==> src/rtl/tgen_pkg.sv <==
package tgen_pkg;

  typedef enum logic [1:0] {
    PAT_UNIFORM   = 2'd0,
    PAT_TORNADO   = 2'd1,
    PAT_TRANSPOSE = 2'd2,
    PAT_HOTSPOT   = 2'd3
  } pattern_e;

  typedef enum logic [1:0] {
    KIND_BODY   = 2'b00,
    KIND_HEAD   = 2'b01,
    KIND_TAIL   = 2'b10,
    KIND_SINGLE = 2'b11
  } flit_kind_e;

  typedef struct packed {
    logic startPkt;
    logic nextFlit;
    logic endPkt;
  } strobe_t;

endpackage

==> src/rtl/tgen_ctrl.sv <==
module tgen_ctrl
  import tgen_pkg::*;
(
  input  logic    clk,
  input  logic    rst_n,
  input  logic    injectReq,
  input  logic    lastFlit,
  input  logic    flitStall,
  output strobe_t strobes,
  output logic    flitValid
);

  typedef enum logic {ST_IDLE, ST_SEND} state_e;
  state_e stateQ;

  logic accept;

  always_comb begin
    accept           = (stateQ == ST_SEND) && !flitStall;
    strobes          = '0;
    strobes.startPkt = (stateQ == ST_IDLE) && injectReq;
    strobes.nextFlit = accept && !lastFlit;
    strobes.endPkt   = accept && lastFlit;
  end

  always_ff @(posedge clk) begin
    if (!rst_n) begin
      stateQ <= ST_IDLE;
    end else begin
      case (stateQ)
        ST_IDLE: if (strobes.startPkt) stateQ <= ST_SEND;
        ST_SEND: if (strobes.endPkt)   stateQ <= ST_IDLE;
        default: stateQ <= ST_IDLE;
      endcase
    end
  end

  assign flitValid = (stateQ == ST_SEND);

  // one idle cycle always follows an accepted tail
  assert_gap_after_tail_R8: assert property (@(posedge clk) disable iff (!rst_n)
    strobes.endPkt |=> !flitValid);

  // a stalled flit stays presented
  assert_valid_held_R9: assert property (@(posedge clk) disable iff (!rst_n)
    flitValid && flitStall |=> flitValid);

  // nothing presented straight out of reset
  assert_reset_idle_R1: assert property (@(posedge clk)
    !rst_n |=> !flitValid);

endmodule

==> src/rtl/tgen_datapath.sv <==
module tgen_datapath
  import tgen_pkg::*;
#(
  parameter int COORD_W = 3,
  parameter int RATE_W  = 8,
  parameter int LEN_W   = 4,
  parameter int FLIT_W  = 32,
  parameter int CNT_W   = 16,
  parameter int LFSR_W  = 16,
  parameter logic [LFSR_W-1:0] LFSR_TAPS = 16'hB400,
  parameter logic [LFSR_W-1:0] LFSR_SEED = 16'hACE1
)(
  input  logic               clk,
  input  logic               rst_n,
  input  logic [COORD_W-1:0] myX,
  input  logic [COORD_W-1:0] myY,
  input  logic [1:0]         patternSel,
  input  logic [RATE_W-1:0]  injRate,
  input  logic [COORD_W-1:0] hotX,
  input  logic [COORD_W-1:0] hotY,
  input  logic [RATE_W-1:0]  hotPct,
  input  logic [LEN_W-1:0]   pktLen,
  input  strobe_t            strobes,
  input  logic               flitValid,
  input  logic               flitStall,
  output logic               injectReq,
  output logic               lastFlit,
  output logic [FLIT_W-1:0]  flitData,
  output logic [CNT_W-1:0]   pktCount
);

  localparam logic [COORD_W-1:0] C_ONE    = COORD_W'(1);
  localparam logic [COORD_W-1:0] TORN_OFS = COORD_W'((1 << (COORD_W - 1)) - 1);
  localparam logic [LEN_W-1:0]   L_ONE    = LEN_W'(1);
  localparam logic [CNT_W-1:0]   N_ONE    = CNT_W'(1);
  localparam int HDR_W = 4 * COORD_W;

  logic [LFSR_W-1:0]  lfsrQ;
  logic [RATE_W-1:0]  rateRnd, hotRnd;
  logic [COORD_W-1:0] candX, candY, uniX, uniY, nxtX, nxtY;
  logic [COORD_W-1:0] destXQ, destYQ, srcXQ, srcYQ;
  logic [LEN_W-1:0]   lenQ, idxQ;
  logic [CNT_W-1:0]   countQ;
  logic               hotHit, isHead;
  flit_kind_e         kind;

  always_ff @(posedge clk) begin
    if (!rst_n) lfsrQ <= LFSR_SEED;
    else if (lfsrQ[0]) lfsrQ <= (lfsrQ >> 1) ^ LFSR_TAPS;
    else lfsrQ <= lfsrQ >> 1;
  end

  always_comb begin
    rateRnd   = lfsrQ[RATE_W-1:0];
    hotRnd    = lfsrQ[LFSR_W-1 -: RATE_W];
    candX     = lfsrQ[LFSR_W-2 -: COORD_W];
    candY     = lfsrQ[LFSR_W-2-COORD_W -: COORD_W];
    injectReq = (injRate == '1) || (rateRnd < injRate);
    hotHit    = (hotPct == '1) || (hotRnd < hotPct);
    uniY      = candY;
    if (candX == myX && candY == myY) uniX = candX + C_ONE;
    else uniX = candX;
  end

  always_comb begin
    case (pattern_e'(patternSel))
      PAT_TORNADO: begin
        nxtX = myX + TORN_OFS;
        nxtY = myY;
      end
      PAT_TRANSPOSE: begin
        nxtX = myY;
        nxtY = myX;
      end
      PAT_HOTSPOT: begin
        nxtX = hotHit ? hotX : uniX;
        nxtY = hotHit ? hotY : uniY;
      end
      default: begin
        nxtX = uniX;
        nxtY = uniY;
      end
    endcase
  end

  always_ff @(posedge clk) begin
    if (!rst_n) begin
      destXQ <= '0;
      destYQ <= '0;
      srcXQ  <= '0;
      srcYQ  <= '0;
      lenQ   <= L_ONE;
      idxQ   <= '0;
      countQ <= '0;
    end else begin
      if (strobes.startPkt) begin
        destXQ <= nxtX;
        destYQ <= nxtY;
        srcXQ  <= myX;
        srcYQ  <= myY;
        lenQ   <= (pktLen == '0) ? L_ONE : pktLen;
        idxQ   <= '0;
      end else if (strobes.nextFlit) begin
        idxQ <= idxQ + L_ONE;
      end
      if (strobes.endPkt) countQ <= countQ + N_ONE;
    end
  end

  always_comb begin
    isHead   = (idxQ == '0);
    lastFlit = (idxQ == lenQ - L_ONE);
    if (isHead) kind = lastFlit ? KIND_SINGLE : KIND_HEAD;
    else        kind = lastFlit ? KIND_TAIL   : KIND_BODY;
    flitData = '0;
    flitData[FLIT_W-1 -: 2] = kind;
    if (isHead) flitData[HDR_W-1:0] = {srcYQ, srcXQ, destYQ, destXQ};
    else        flitData[LEN_W-1:0] = idxQ;
  end

  assign pktCount = countQ;

  // contents frozen under back-pressure
  assert_hold_flit_R9: assert property (@(posedge clk) disable iff (!rst_n)
    flitValid && flitStall |=> $stable(flitData));

  // uniform never targets the sender
  assert_uniform_not_self_R6: assert property (@(posedge clk) disable iff (!rst_n)
    strobes.startPkt && patternSel == PAT_UNIFORM |=>
      !(destXQ == $past(myX) && destYQ == $past(myY)));

  // transpose swaps the coordinates
  assert_transpose_R5: assert property (@(posedge clk) disable iff (!rst_n)
    strobes.startPkt && patternSel == PAT_TRANSPOSE |=>
      destXQ == $past(myY) && destYQ == $past(myX));

  // count steps by one per completed packet
  assert_count_step_R10: assert property (@(posedge clk) disable iff (!rst_n)
    strobes.endPkt |=> pktCount == $past(pktCount) + N_ONE);

  // flit position stays inside the latched length
  assert_index_bound_R2: assert property (@(posedge clk) disable iff (!rst_n)
    flitValid |-> idxQ < lenQ);

  // latched length is frozen while a packet is in flight
  assert_len_frozen_R11: assert property (@(posedge clk) disable iff (!rst_n)
    flitValid && !strobes.endPkt |=> $stable(lenQ));

endmodule

==> src/rtl/noc_traffic_gen.sv <==
module noc_traffic_gen
  import tgen_pkg::*;
#(
  parameter int COORD_W = 3,
  parameter int RATE_W  = 8,
  parameter int LEN_W   = 4,
  parameter int FLIT_W  = 32,
  parameter int CNT_W   = 16
)(
  input  logic               clk,
  input  logic               rst_n,
  input  logic [COORD_W-1:0] myX,
  input  logic [COORD_W-1:0] myY,
  input  logic [1:0]         patternSel,
  input  logic [RATE_W-1:0]  injRate,
  input  logic [COORD_W-1:0] hotX,
  input  logic [COORD_W-1:0] hotY,
  input  logic [RATE_W-1:0]  hotPct,
  input  logic [LEN_W-1:0]   pktLen,
  input  logic               flitStall,
  output logic               flitValid,
  output logic [FLIT_W-1:0]  flitData,
  output logic [CNT_W-1:0]   pktCount
);

  strobe_t strobes;
  logic    injectReq;
  logic    lastFlit;

  tgen_ctrl i_ctrl (
    .clk       (clk),
    .rst_n     (rst_n),
    .injectReq (injectReq),
    .lastFlit  (lastFlit),
    .flitStall (flitStall),
    .strobes   (strobes),
    .flitValid (flitValid)
  );

  tgen_datapath #(
    .COORD_W (COORD_W),
    .RATE_W  (RATE_W),
    .LEN_W   (LEN_W),
    .FLIT_W  (FLIT_W),
    .CNT_W   (CNT_W)
  ) i_datapath (
    .clk        (clk),
    .rst_n      (rst_n),
    .myX        (myX),
    .myY        (myY),
    .patternSel (patternSel),
    .injRate    (injRate),
    .hotX       (hotX),
    .hotY       (hotY),
    .hotPct     (hotPct),
    .pktLen     (pktLen),
    .strobes    (strobes),
    .flitValid  (flitValid),
    .flitStall  (flitStall),
    .injectReq  (injectReq),
    .lastFlit   (lastFlit),
    .flitData   (flitData),
    .pktCount   (pktCount)
  );

endmodule

==> config.mk <==
export PLATFORM = sky130hd
export DESIGN_NAME = noc_traffic_gen
export DESIGN_NICKNAME = d
export VERILOG_FILES = /design/src/rtl/tgen_pkg.sv /design/src/rtl/tgen_ctrl.sv /design/src/rtl/tgen_datapath.sv /design/src/rtl/noc_traffic_gen.sv
export SDC_FILE = /design/constraint.sdc
export NUM_CORES = 1
export LEC_CHECK = 0
export BUFFER_PORTS_ARGS = -buffer_cell sky130_fd_sc_hd__buf_4
export CAP_MARGIN = 0
export CORE_MARGIN = 2
export CORE_UTILIZATION = 49
export CTS_CLUSTER_SIZE = 24
export DETAILED_ROUTE_END_ITERATION = 6
export PLACE_DENSITY = 0.75
export SLEW_MARGIN = 15
export SYNTH_ARGS = -nofsm -noshare
export SYNTH_HDL_FRONTEND = slang
export SYNTH_SLANG_ARGS = --single-unit
==> constraint.sdc <==
create_clock -name clk -period 2.5 [get_ports clk]
set_input_delay 0.125 -clock clk [delete_from_list [all_inputs] [get_ports clk]]
set_output_delay 0.125 -clock clk [all_outputs]
set_load 0.05 [all_outputs]
==> results.yml <==
cts:
  ctsResizeCount: 0
  cts_setup_buffers: 0
  cts_tree: "yes"
  cts_made_buffers: 5
  cts_sinks: 53
  htree_levels: 2
  root_buffer: "clkbuf_8"
  clk_pin_slew_ps: 100
  insertion_delay_ps: 320
  clockBufferDepth: 2
  ctsHoldBuffers: 0
timing:
  tightest_slew_ps: 652
  post-route-worst-setup-slack_ps: 317
  final_max_slew_viol_count: 0
  final_hold_viol_count: 0
  slew_headroom_pct: 56.1
  setup_viol: 0
  worst_clock_skew_ps: 13.2
  tns_ps: 0
  rsz0062_at_grt: "false"
  fin_crit_ps: 2180
  fin_crit_sh_pct: 87.3
  clock.fmax_mhz: 458
synthesis:
  synth_top_area_share_pct: 33.6
  synthTopCellsByArea: "dfxtp_1 (34%), ha_1 (7.9%), buf_4 (4.8%), mux2i_1 (4.4%), nor2_1 (4.4%)"
  synth_cell_type_count: 54
  yosysTopAreaCell: "dfxtp_1"
  synthesis.area_mm2: 0.00316
  synth_edf_count: 0
  ys_warn_count: 0
  synth-seq-cells: 53
  ys_seq_area_share_pct: 33.6
  synth.avg_cell_area_um2: 8.46
  async_flop_share_pct: 0
  synth_most_common_cell: "dfxtp_1"
  synth-main-ff-cell: "dfxtp_1"
  synth_common_cells: "dfxtp_1 (53), nor2_1 (37), inv_1 (30), nand2_1 (24)"
  synth_cells: 373
placed_design:
  dp.final_hpwl_um: 5250
  gp_congestion: 0.814
  numPortBuffers: 67
  pre_cts_slack_ps: 372
critical_path:
  r2r_slack_ps: 320
  crit_type: "reg -> reg"
  cp_cell_sequence: "ha_1 > a21o_1 > a221oi_1 > o21ai_0 > a21oi_1 > nor3_1 > o311a_1"
  slowest_delay_ps: 420
  cp_top_family: "compound AO/OA/AOI/OAI gates"
  crit_path_max_fanout: 5
  cp-end-kind: "flip-flop"
  worst-path-buf-inv: 0
  crit_path_top_delay_cell: "dfxtp_1"
  required_ps: 2710
  critical_path_arrival_ps: 2400
  startpoint_type: "flip-flop"
grt:
  track_usage_pct: 19.8
  grt_overflow_total: 0
  antenna_found_initial: 0
  grt_max_degree: 25
  grt_first_pass_wirelength_um: 11500
  grt_pass1_vias: 2519
floorplanning:
  start_util_pct: 50.3
  dieArea_mm2: 0.00710
  ioPinCount: 86
  die_h_um: 84.3
  core_area_mm2: 0.00628
  row_count: 29
  die_w_um: 84.3
drt:
  drt_wl_total_um: 6720
  final_antenna_net_count: 0
  vias_per_cell: 5.09
  wl_per_cell_um: 13.0
  drtIter0Drc: 103
  num_vias: 2629
  drtPass1Iterations: 4
  drc: 0
min_path:
  hp-class: "in -> reg"
cells_and_area:
  fin_nets: 495
  syn2layout_area_growth_pct: 19.0
  layout-drive-gt1-share_pct: 20.7
  final_core_util_pct: 59.8
  n_antenna_cell: 0
flow_run:
  drv_cap: 0
power:
  power_density_mw_per_mm2: 577
  power.leakage_uw: 0.00172
  peakVddDrop_mv: 0.283
run_status:
  status: "completed"
-- worst reg2reg max path, cell delays in order (launching register included) --
cell,delay [ps]
dfxtp_1,420
ha_1,270
a21o_1,180
a221oi_1,350
o21ai_0,300
a21oi_1,210
nor3_1,70
o311a_1,280
-- flip-flops by register name, indices dropped and copies added, names as in the netlist --
name,flops
i_ctrl.flitValid,1
i_datapath.srcYQ,3
i_datapath.lenQ,4
i_datapath.srcXQ,3
i_datapath.idxQ,4
i_datapath.lfsrQ,16
i_datapath.destXQ,3
i_datapath.pktCount,16
i_datapath.destYQ,3
-- cell type report --
| type | count | area, µm² |
|---|---|---|
| clock inverters | 3 | 25.0 |
| inverters | 30 | 113 |
| fillers | 576 | 2520 |
| flip-flops and latches | 53 | 1060 |
| well taps | 77 | 96.3 |
| repair buffers | 72 | 541 |
| multi-input cells | 276 | 1850 |
| clock buffers | 5 | 68.8 |
-- cells by family after synthesis --
logic type	Yosys count	synth area share (%)
other	1	0.119
muxes	14	4.44
adders and majority gates	20	7.93
DFF	53	33.6
buffers and inverters	61	9.71
AOI/OAI and AO/OA	56	11.8
xor gates and xnor gates	32	9.56
and+or+nand+nor	136	22.8
-- worst paths after layout --
check | startpoint | endpoint | depth (start not counted)
hold / removal | pktLen[3] | i_datapath.lenQ[3]$_SDFFE_PN0P_ | 3
setup reg to reg | i_datapath.lfsrQ[14]$_SDFF_PN0_ | i_datapath.destYQ[2]$_SDFFE_PN0P_ | 7
hold reg to reg | i_datapath.lfsrQ[1]$_SDFF_PN0_ | i_datapath.lfsrQ[0]$_SDFF_PN1_ | 1
setup / recovery | i_datapath.lfsrQ[14]$_SDFF_PN0_ | i_datapath.destYQ[2]$_SDFFE_PN0P_ | 7
-- layer usage --
metal / wire length, µm / up-vias / global-route usage, %
met3: 440 / 9 / 5.01
li1: - / 1349 / -
met2: 3180 / 70 / 33.1
met1: 3000 / 1201 / 25.0
met5: 0 / - / 0
met4: 98 / 0 / 6.16
-- cell usage in the layout, fill, tap and decap left out, types with 2 or more instances in the layout --
cell,synthesis,final
inv_1,30,30
clkbuf_8,0,5
o21a_1,2,2
nor3_1,7,7
nand2b_1,10,10
xor2_1,15,15
nor2b_1,3,3
conb_1,1,18
mux2i_1,14,14
and3_1,5,5
or3_1,4,4
and2_1,16,16
xnor2_1,15,15
a21o_1,3,3
a211oi_1,4,4
ha_1,20,20
buf_4,20,72
dfxtp_1,53,53
o21ai_0,19,19
a21oi_1,10,10
nand2_1,24,24
a221oi_1,3,3
nor2_1,37,37
nand3_1,10,10
o31ai_1,4,4
inv_6,0,2
nor3_2,2,2
nand4_1,5,5
-- metrics by stage --
| step | power [µW] | std cells | hold slack [ps] | area, µm² |
|---|---|---|---|---|
| final | 2170 | 516 | 59.1 | 3760 |
| after detailed placement | 1670 | 508 | 383 | 3660 |
| after global placement | 1660 | 508 | 366 | 3660 |
| after global routing | 2280 | 516 | 84.5 | 3760 |
| after floorplan | 1500 | 390 | 269 | 3220 |
| after CTS | 2190 | 516 | 49.5 | 3760 |
-- power breakdown --
group	switching, µW	internal (µW)	total (µW)	leakage [µW]
registers	46.4	902	949	0.000435
logic	439	262	701	0.00124
clock network	313	205	518	0.0000452
total	799	1370	2170	0.00172
(Power assumes the default switching activity.)
